File: src/rtl/cfg3w_pkg.sv
package cfg3w_pkg;
  localparam int unsigned WORD_W    = 24;
  localparam int unsigned SWAL_W    = 5;
  localparam int unsigned MFLD_W    = 3;
  localparam int unsigned MAIN_W    = 8;
  localparam int unsigned DLY_W     = 8;
  localparam int unsigned MAIN_BASE = 206;

  localparam int unsigned SWAL_LSB  = 0;
  localparam int unsigned MFLD_LSB  = 5;
  localparam int unsigned REF_BIT   = 8;
  localparam int unsigned TX_BIT    = 9;
  localparam int unsigned REC_BIT   = 13;
  localparam int unsigned MODE_LSB  = 14;
  localparam int unsigned DLY_LSB   = 16;

  typedef enum logic [1:0] {
    FMT_NORMAL = 2'b00,
    FMT_BAD_LO = 2'b01,
    FMT_BAD_HI = 2'b10,
    FMT_ENH    = 2'b11
  } fmt_e;

  typedef struct packed {
    logic [DLY_W-1:0]  delay;
    logic              enh;
    logic              recov;
    logic              tx;
    logic              refsel;
    logic [MAIN_W-1:0] main;
    logic [SWAL_W-1:0] swallow;
  } cfg_t;
endpackage

File: src/rtl/cfg3w_rst_sync.sv
module cfg3w_rst_sync #(
  parameter int unsigned STAGES = 2
) (
  input  logic clk,
  input  logic rst_n_i,
  output logic rst_n_o
);
  logic [STAGES-1:0] chain_q;
  logic [STAGES-1:0] chain_d;

  always_comb begin
    chain_d = {chain_q[STAGES-2:0], 1'b1};
  end

  always_ff @(posedge clk or negedge rst_n_i) begin
    if (!rst_n_i) chain_q <= '0;
    else          chain_q <= chain_d;
  end

  assign rst_n_o = chain_q[STAGES-1];
endmodule

File: src/rtl/cfg3w_sync.sv
module cfg3w_sync #(
  parameter int unsigned W       = 3,
  parameter int unsigned STAGES  = 2,
  parameter logic [W-1:0] RST_VAL = '0
) (
  input  logic         clk,
  input  logic         rst_n,
  input  logic [W-1:0] d_i,
  output logic [W-1:0] q_o
);
  for (genvar i = 0; i < W; i++) begin : g_bit
    logic [STAGES-1:0] pipe_q;
    logic [STAGES-1:0] pipe_d;

    always_comb begin
      pipe_d = {pipe_q[STAGES-2:0], d_i[i]};
    end

    always_ff @(posedge clk or negedge rst_n) begin
      if (!rst_n) pipe_q <= {STAGES{RST_VAL[i]}};
      else        pipe_q <= pipe_d;
    end

    assign q_o[i] = pipe_q[STAGES-1];
  end
endmodule

File: src/rtl/cfg3w_shift.sv
module cfg3w_shift
  import cfg3w_pkg::*;
(
  input  logic              clk,
  input  logic              rst_n,
  input  logic              s_clk,
  input  logic              s_dat,
  input  logic              s_en_n,
  output logic [WORD_W-1:0] word_o,
  output logic              commit_o
);
  logic              clk_prev_q;
  logic              en_prev_q;
  logic [WORD_W-1:0] shift_q;
  logic [WORD_W-1:0] shift_d;
  logic              shift_en;

  always_comb begin
    shift_en = s_clk & ~clk_prev_q & ~s_en_n;
    shift_d  = {shift_q[WORD_W-2:0], s_dat};
    commit_o = s_en_n & ~en_prev_q;
  end

  always_ff @(posedge clk or negedge rst_n) begin
    if (!rst_n) begin
      clk_prev_q <= 1'b0;
      en_prev_q  <= 1'b1;
      shift_q    <= '0;
    end else begin
      clk_prev_q <= s_clk;
      en_prev_q  <= s_en_n;
      if (shift_en) shift_q <= shift_d;
    end
  end

  assign word_o = shift_q;

  // no shifting while the frame enable is high
  assert_hold_when_idle_R11: assert property (@(posedge clk) disable iff (!rst_n)
    s_en_n |=> $stable(shift_q));

  // a shift moves the old contents up by one place
  assert_msb_first_R1: assert property (@(posedge clk) disable iff (!rst_n)
    (s_clk && !clk_prev_q && !s_en_n) |=> (shift_q[WORD_W-1:1] == $past(shift_q[WORD_W-2:0])));
endmodule

File: src/rtl/cfg3w_decode.sv
module cfg3w_decode
  import cfg3w_pkg::*;
(
  input  logic              clk,
  input  logic              rst_n,
  input  logic              commit_i,
  input  logic [WORD_W-1:0] word_i,
  output cfg_t              cfg_o,
  output logic              err_o
);
  fmt_e  fmt;
  logic  accept;
  logic  reject;
  cfg_t  cfg_d;
  cfg_t  cfg_q;
  logic  err_q;

  always_comb begin
    fmt    = fmt_e'(word_i[MODE_LSB +: 2]);
    accept = commit_i & ((fmt == FMT_NORMAL) | (fmt == FMT_ENH));
    reject = commit_i & ~accept;

    cfg_d.swallow = word_i[SWAL_LSB +: SWAL_W];
    cfg_d.main    = MAIN_W'(MAIN_BASE) + MAIN_W'(word_i[MFLD_LSB +: MFLD_W]);
    cfg_d.refsel  = word_i[REF_BIT];
    cfg_d.tx      = word_i[TX_BIT];
    cfg_d.recov   = word_i[REC_BIT];
    cfg_d.enh     = (fmt == FMT_ENH);
    cfg_d.delay   = (fmt == FMT_ENH) ? word_i[DLY_LSB +: DLY_W] : '0;
  end

  always_ff @(posedge clk or negedge rst_n) begin
    if (!rst_n) begin
      cfg_q       <= '0;
      cfg_q.main  <= MAIN_W'(MAIN_BASE);
      err_q       <= 1'b0;
    end else begin
      if (accept) cfg_q <= cfg_d;
      err_q <= reject;
    end
  end

  assign cfg_o = cfg_q;
  assign err_o = err_q;

  // the error pulse lasts exactly one cycle
  assert_err_single_R9: assert property (@(posedge clk) disable iff (!rst_n)
    err_q |=> !err_q);

  // a rejected commit leaves the configuration alone
  assert_err_keeps_cfg_R9: assert property (@(posedge clk) disable iff (!rst_n)
    err_q |-> $stable(cfg_q));

  // main value stays inside its legal window
  assert_main_range_R7: assert property (@(posedge clk) disable iff (!rst_n)
    (cfg_q.main >= MAIN_W'(MAIN_BASE)) && (cfg_q.main <= MAIN_W'(MAIN_BASE + 7)));

  // a normal-mode configuration carries no delay
  assert_delay_normal_R4: assert property (@(posedge clk) disable iff (!rst_n)
    !cfg_q.enh |-> (cfg_q.delay == '0));
endmodule

File: src/rtl/cfg3w_port.sv
module cfg3w_port
  import cfg3w_pkg::*;
#(
  parameter int unsigned SYNC_STAGES = 2
) (
  input  logic       clk,
  input  logic       rst_n,
  input  logic       ser_clk_i,
  input  logic       ser_dat_i,
  input  logic       ser_en_n_i,
  output logic [4:0] swallow_o,
  output logic [7:0] main_o,
  output logic       ref_sel_o,
  output logic       tx_slot_o,
  output logic       recov_en_o,
  output logic       enh_mode_o,
  output logic [7:0] delay_o,
  output logic       err_o
);
  localparam logic [2:0] PIN_IDLE = 3'b100;

  logic              rst_sync_n;
  logic [2:0]        pins_s;
  logic [WORD_W-1:0] word;
  logic              commit;
  cfg_t              cfg;

  cfg3w_rst_sync #(.STAGES(SYNC_STAGES)) u_rst (
    .clk     (clk),
    .rst_n_i (rst_n),
    .rst_n_o (rst_sync_n)
  );

  cfg3w_sync #(.W(3), .STAGES(SYNC_STAGES), .RST_VAL(PIN_IDLE)) u_sync (
    .clk   (clk),
    .rst_n (rst_sync_n),
    .d_i   ({ser_en_n_i, ser_dat_i, ser_clk_i}),
    .q_o   (pins_s)
  );

  cfg3w_shift u_shift (
    .clk      (clk),
    .rst_n    (rst_sync_n),
    .s_clk    (pins_s[0]),
    .s_dat    (pins_s[1]),
    .s_en_n   (pins_s[2]),
    .word_o   (word),
    .commit_o (commit)
  );

  cfg3w_decode u_dec (
    .clk      (clk),
    .rst_n    (rst_sync_n),
    .commit_i (commit),
    .word_i   (word),
    .cfg_o    (cfg),
    .err_o    (err_o)
  );

  assign swallow_o  = cfg.swallow;
  assign main_o     = cfg.main;
  assign ref_sel_o  = cfg.refsel;
  assign tx_slot_o  = cfg.tx;
  assign recov_en_o = cfg.recov;
  assign enh_mode_o = cfg.enh;
  assign delay_o    = cfg.delay;

  // configuration moves only on the cycle after a commit
  assert_update_on_commit_R2: assert property (@(posedge clk) disable iff (!rst_sync_n)
    !$stable(cfg) |-> $past(commit));
endmodule

File: config.mk
export PLATFORM = sky130hd
export DESIGN_NAME = cfg3w_port
export DESIGN_NICKNAME = d
export VERILOG_FILES = /design/src/rtl/cfg3w_pkg.sv /design/src/rtl/cfg3w_rst_sync.sv /design/src/rtl/cfg3w_sync.sv /design/src/rtl/cfg3w_shift.sv /design/src/rtl/cfg3w_decode.sv /design/src/rtl/cfg3w_port.sv
export SDC_FILE = /design/constraint.sdc
export NUM_CORES = 1
export LEC_CHECK = 0
export BUFFER_PORTS_ARGS = -buffer_cell sky130_fd_sc_hd__buf_2
export CELL_PAD_IN_SITES_DETAIL_PLACEMENT = 0
export CELL_PAD_IN_SITES_GLOBAL_PLACEMENT = 1
export CORE_MARGIN = 3
export CORE_UTILIZATION = 45
export CTS_CLUSTER_SIZE = 25
export DETAILED_ROUTE_END_ITERATION = 8
export PLACE_DENSITY = 0.73
export SLEW_MARGIN = 15
export SYNTH_ARGS = -nofsm -noshare
export SYNTH_HDL_FRONTEND = slang
export SYNTH_HIERARCHICAL = 1
export SYNTH_SLANG_ARGS = --single-unit
export TNS_END_PERCENT = 10
File: constraint.sdc
create_clock -name clk -period 2.45 [get_ports clk]
set_input_delay 0.245 -clock clk [delete_from_list [all_inputs] [get_ports clk]]
set_output_delay 0.245 -clock clk [all_outputs]
set_load 0.1 [all_outputs]
# == After elaboration in Yosys (flattened, before gate mapping) ==
# Cells that the tools add are included.
# Widths: inputs -> output; s select.
# totals
ff_bits,60
out_inout_bits,26
word_cells,29
# classes
add_sub_neg,1
eq_ne,1
n_mux,1
bitwise,10
n_reduce_logical,1
# op_table
op,count
$add 7x4->8 const A,1
$mux 8,1
$and 1x1->1,5
$not 1->1,4
$eq 2x2->1 const B,1
$logic_not 2->1,1
$or 1x1->1,1

# == Longest topological paths before layout ==
# depth
word_depth,5
ltp_mapped,6
depth_no_buf,3

# == By module ==
# Netlist, hierarchy kept.
# by_module_without_submodules
module,instances,cells_each,area_each_um2
cfg3w_decode,1,80,1069.8
cfg3w_shift,1,54,969.7
cfg3w_sync,1,9,175.2
cfg3w_rst_sync,1,3,53.8

# == Worst setup path after synthesis ==
# OpenSTA, ideal clock, no wires.
# synth_timing
kind,register -> register
start,reg u_sync.g_bit[2].pipe_q[1]
end,reg u_dec.cfg_q (netlist bit u_dec/cfg_o[0])
setup_time_ns,0.126
arrival_time_ns,1.416
required_ns,2.324
slack_ns,0.908
path_stages_with_launch,7
period_less_slack_ns,1.542
path_cell_list,dfstp_2 > buf_4 > nor2b_1 > nor2b_4 > buf_6 > buf_12 > mux2_4
# synth_between
elab_chain_cells,2
# synth_rtl
element,line_no,source
start: declaration,cfg3w_sync.sv:12,logic [STAGES-1:0] pipe_q;
start signal: assignment,cfg3w_sync.sv:20,if (!rst_n) pipe_q <= {STAGES{RST_VAL[i]}};
start signal: assignment,cfg3w_sync.sv:21,else pipe_q <= pipe_d;
$and 1x1->1,cfg3w_shift.sv:21,commit_o = s_en_n & ~en_prev_q;
net commit,cfg3w_port.sv:25,logic commit;
$and 1x1->1,cfg3w_decode.sv:20,accept = commit_i & ((fmt == FMT_NORMAL) | (fmt == FMT_ENH));
end signal: assignment,cfg3w_decode.sv:38,if (accept) cfg_q <= cfg_d;
end: declaration,cfg3w_decode.sv:15,cfg_t cfg_q;
# The timed path passes the listed nets, and every way through them passes these cells.
# A chain may end at the register's enable or synchronous reset.

# == Worst setup path in the final report ==
# layout_timing
start,reg u_sync.g_bit[2].pipe_q[1]
end,reg u_dec.cfg_q (netlist bit u_dec/cfg_o[8])
# Same word-level chain as after synthesis.

==> impl_metrics.csv <==
group,metric,value,unit
cells_and_area,synthToLayoutAreaGrowth,15.50,%
cts,postCtsSetupBuffers,0,
routing,drc,0,
yosys,ys_types,18,
cells_and_area,instances_no_fill,249,
cells_and_area,fin_util,54.75,%
floorplanning,core_area,4786,µm²
cts,clock_latency,0.32,ns
power,switching_share,39.03,%
power,p_comb_share,32.2,%
flow_run,maxCapViolations,0,
worst_setup_path,cp_cell_sequence,"nor2b_1, nor2b_4, buf_4, mux2_4",
global_route,grtUsageTotal,13.67,%
hold_path,hold_path.class,"in -> reg",
power,cellPowerDensity,1131,nW/µm²
placement,place_inst,232,
yosys,yosysSeqAreaShare,63.21,%
cells_and_area,drive_above_1_share,48.90,%
worst_setup_path,crit_slowest_cell,"dfstp_2",
worst_setup_path,end_kind,"register",
worst_setup_path,cp_max_fo,12,
hold_path,min_to,"u_sync/g_bit[2].pipe_q[0]$_DFF_PN1_",
cts,clkTransAtPathRegs,0.06,ns
timing,maxSlewViolCount,0,
placement,place_ws,0.5743,ns
timing,slew_headroom,62.84,%
yosys,synth-edff-count,0,
routing,highest_layer,"met4",
cts,cts_tree,"built",
placement,place_congestion,0.7053,
worst_setup_path,start_kind,"register",
routing,drt-total-wl,3.420,mm
power,clock_power_share,27.3,%
timing,min_period,1.857,ns
yosys,syn_area_per_cell,15.54,µm²
worst_setup_path,rr_startpoint,"u_sync/g_bit[2].pipe_q[1]$_DFF_PN1_",
power,sequentialPowerShare,40.5,%
floorplanning,die_w,77,µm
power,internal_power,1.807,mW
global_route,grt_overflow,0,
routing,drt_iter0_drc,59,
routing,firstDrtPassIters,4,
routing,ant_nets,0,
power,power_switching,1.157,mW
cells_and_area,fill_cells,408,
power,leakage,1.316,nW
routing,via_per_inst,4.514,
worst_setup_path,cp.arrival,2.11,ns
yosys,yosys_warnings,6,
worst_setup_path,slowest_delay,0.56,ns
timing,worst_pin_slew,0.5574,ns
power,peakVddDrop,0.0005282,V
floorplanning,die_height,77,µm
yosys,yosys.area.top_type,"dfrtp_1",
placement,place_hpwl,2.281,mm
yosys,synth.top_cell.area_share,56.26,%
power,total_power,2.964,mW
cts,cts_sinks,57,
worst_setup_path,worstPathRequired,2.70,ns
cts,cts_buffers,9,
routing,met2_wirelength,1.619,mm
routing,met1_length,1.581,mm
global_route,grt_pass1_vias,1256,
timing,tns,0,ns
floorplanning,rows,25,
yosys,netlist_area,2268,µm²
global_route,grt_max_degree,47,
timing,finClkSkew,0.006817,ns
timing,max_freq,538.6,MHz
hold_path,timing.hold.worst_path_depth,1,
global_route,grt_pass1_wl,6.134,mm
cells_and_area,nets,186,
cells_and_area,final_cell_mix,"dfrtp_1, buf_2, mux2_2",
yosys,synth-main-ff-cell,"dfrtp_1",
yosys,synthCells,146,
worst_setup_path,timing.rr.end,"u_dec/cfg_o[8]$_DFFE_PN1P_",
floorplanning,initial_utilization,47.40,%
floorplanning,ios,31,
timing,setup_viol,0,
worst_setup_path,path_class,"reg -> reg",
cts,cts_buffer_depth,2,
timing,rsz0062_at_grt,"false",
cells_and_area,antennaDiodeCount,0,
cts,ctsRootBufferMaster,"clkbuf_8",
timing,period_share,75.78,%
yosys,ys_seq_elements,57,
global_route,antenna_found_initial,0,
yosys,netlist_top_cells_area,"dfrtp_1, mux2_2, dfstp_2",
floorplanning,die_area,5929,µm²
routing,route.met3.wl,168,µm
timing,finalHoldViolations,0,
cts,h-tree-depth,3,
routing,wl_per_cell,13.73,µm
worst_setup_path,r2r_slack,0.59,ns
routing,dr_total_vias,1124,
outcome,status,"finished, final reports clean",
cells_and_area,layout.cells.most_common,"dfrtp_1",
hold_path,hold_start,"ser_en_n_i",
yosys,async_flop_share,100.0,%
timing,layout_setup_ws,0.5933,ns
worst_setup_path,r2r_cells,4,
placement,port_buffers,27,
==> Yosys cell counts (3+ instances only) <==
cell and n:
buf_6 3, dfstp_2 6, ha_1 4, conb_1 3
mux2_4 10, mux2i_1 10, buf_4 7, inv_1 12
mux2_2 25, nand2_1 8, dfrtp_1 51
==> sequential cells by signal, summed over array words and instances, names as in the netlist <==
signal               flops
u_shift/word_o          24
u_rst/chain_q            2
u_dec/cfg_o             22
u_sync/g_bit.pipe_q      6
u_shift/clk_prev_q       1
u_dec/err_o              1
u_shift/en_prev_q        1
==> routing by layer <==
layer / up-vias / GRT usage [%]
met5: - / 0
met4: 0 / 7.473
met3: 5 / 5.282
met2: 24 / 19.51
met1: 571 / 17.88
li1: 524 / -
==> through the flow <==
stage                     hold slack [ns]  area [µm²]
after detailed placement          0.03231        2417
after global routing             0.002289        2620
final                             0.02372        2620
after CTS                        0.002235        2620
after floorplan                  -0.05059        2272
after global placement            0.03074        2417
==> power by group through the flow <==
stage / Clock, mW / Sequential (mW) / Combinational [mW]
after floorplan: 0 / 1.79 / 0.254
after global placement: 0 / 1.21 / 0.941
after detailed placement: 0 / 1.22 / 0.963
after CTS: 0.847 / 1.20 / 0.964
after global routing: 0.895 / 1.23 / 0.997
final: 0.811 / 1.20 / 0.954
==> critical path: cells and delay by family (launching register included) <==
family | cells | cell delay [ns]
muxes | 1 | 0.32
buffers and inverters | 1 | 0.33
DFF | 1 | 0.56
and+or+nand+nor | 2 | 0.58
==> how the worst max path moves through the flow <==
stage	from	endpoint	slack [ns]	cells past startpoint
global placement	u_sync/g_bit[2].pipe_q[1]$_DFF_PN1_	u_dec/cfg_o[6]$_DFFE_PN1P_	0.62	4
CTS	u_sync/g_bit[2].pipe_q[1]$_DFF_PN1_	u_dec/cfg_o[8]$_DFFE_PN1P_	0.58	4
floorplan	u_rst/chain_q[1]$_DFF_PN0_	u_dec/cfg_o[0]$_DFFE_PN0P_	0.76	0
finish	u_sync/g_bit[2].pipe_q[1]$_DFF_PN1_	u_dec/cfg_o[8]$_DFFE_PN1P_	0.59	4
global route	u_sync/g_bit[2].pipe_q[1]$_DFF_PN1_	u_dec/cfg_o[8]$_DFFE_PN1P_	0.46	4
detailed placement	u_shift/word_o[14]$_DFFE_PN0P_	u_dec/cfg_o[8]$_DFFE_PN1P_	0.57	4
==> final cells by class <==
cell class                 count  area (µm²)  area share (%)
sequential                    57        1435           54.78
multi-input combinational     66       683.2           26.07
clock buffer                  14       182.7           6.972
timing repair buffer          31       180.2           6.877
tap                           67       83.83           3.200
inverter                      12       45.04           1.719
clock inverter                 2       10.01          0.3820
==> cells by family (layout without fill, tap and decap cells) <==
| family | Yosys count | after routing | synth area share, % |
|---|---|---|---|
| flip-flops | 57 | 57 | 63.21 |
| multiplexers | 46 | 46 | 23.94 |
| buffers and inverters | 24 | 59 | 6.839 |
| AND/OR/NAND/NOR | 12 | 12 | 3.310 |
| adder cells (fa/ha/maj) | 4 | 4 | 2.206 |
| other | 3 | 4 | 0.4964 |
==> repair_timing <==
| item | CTS | global route |
|---|---|---|
| endpoints found under the hold margin | 2 | 0 |
| resized for setup | 0 | 0 |
| hold buffers | 1 | 0 |
Power figures use the tool's default switching activity.
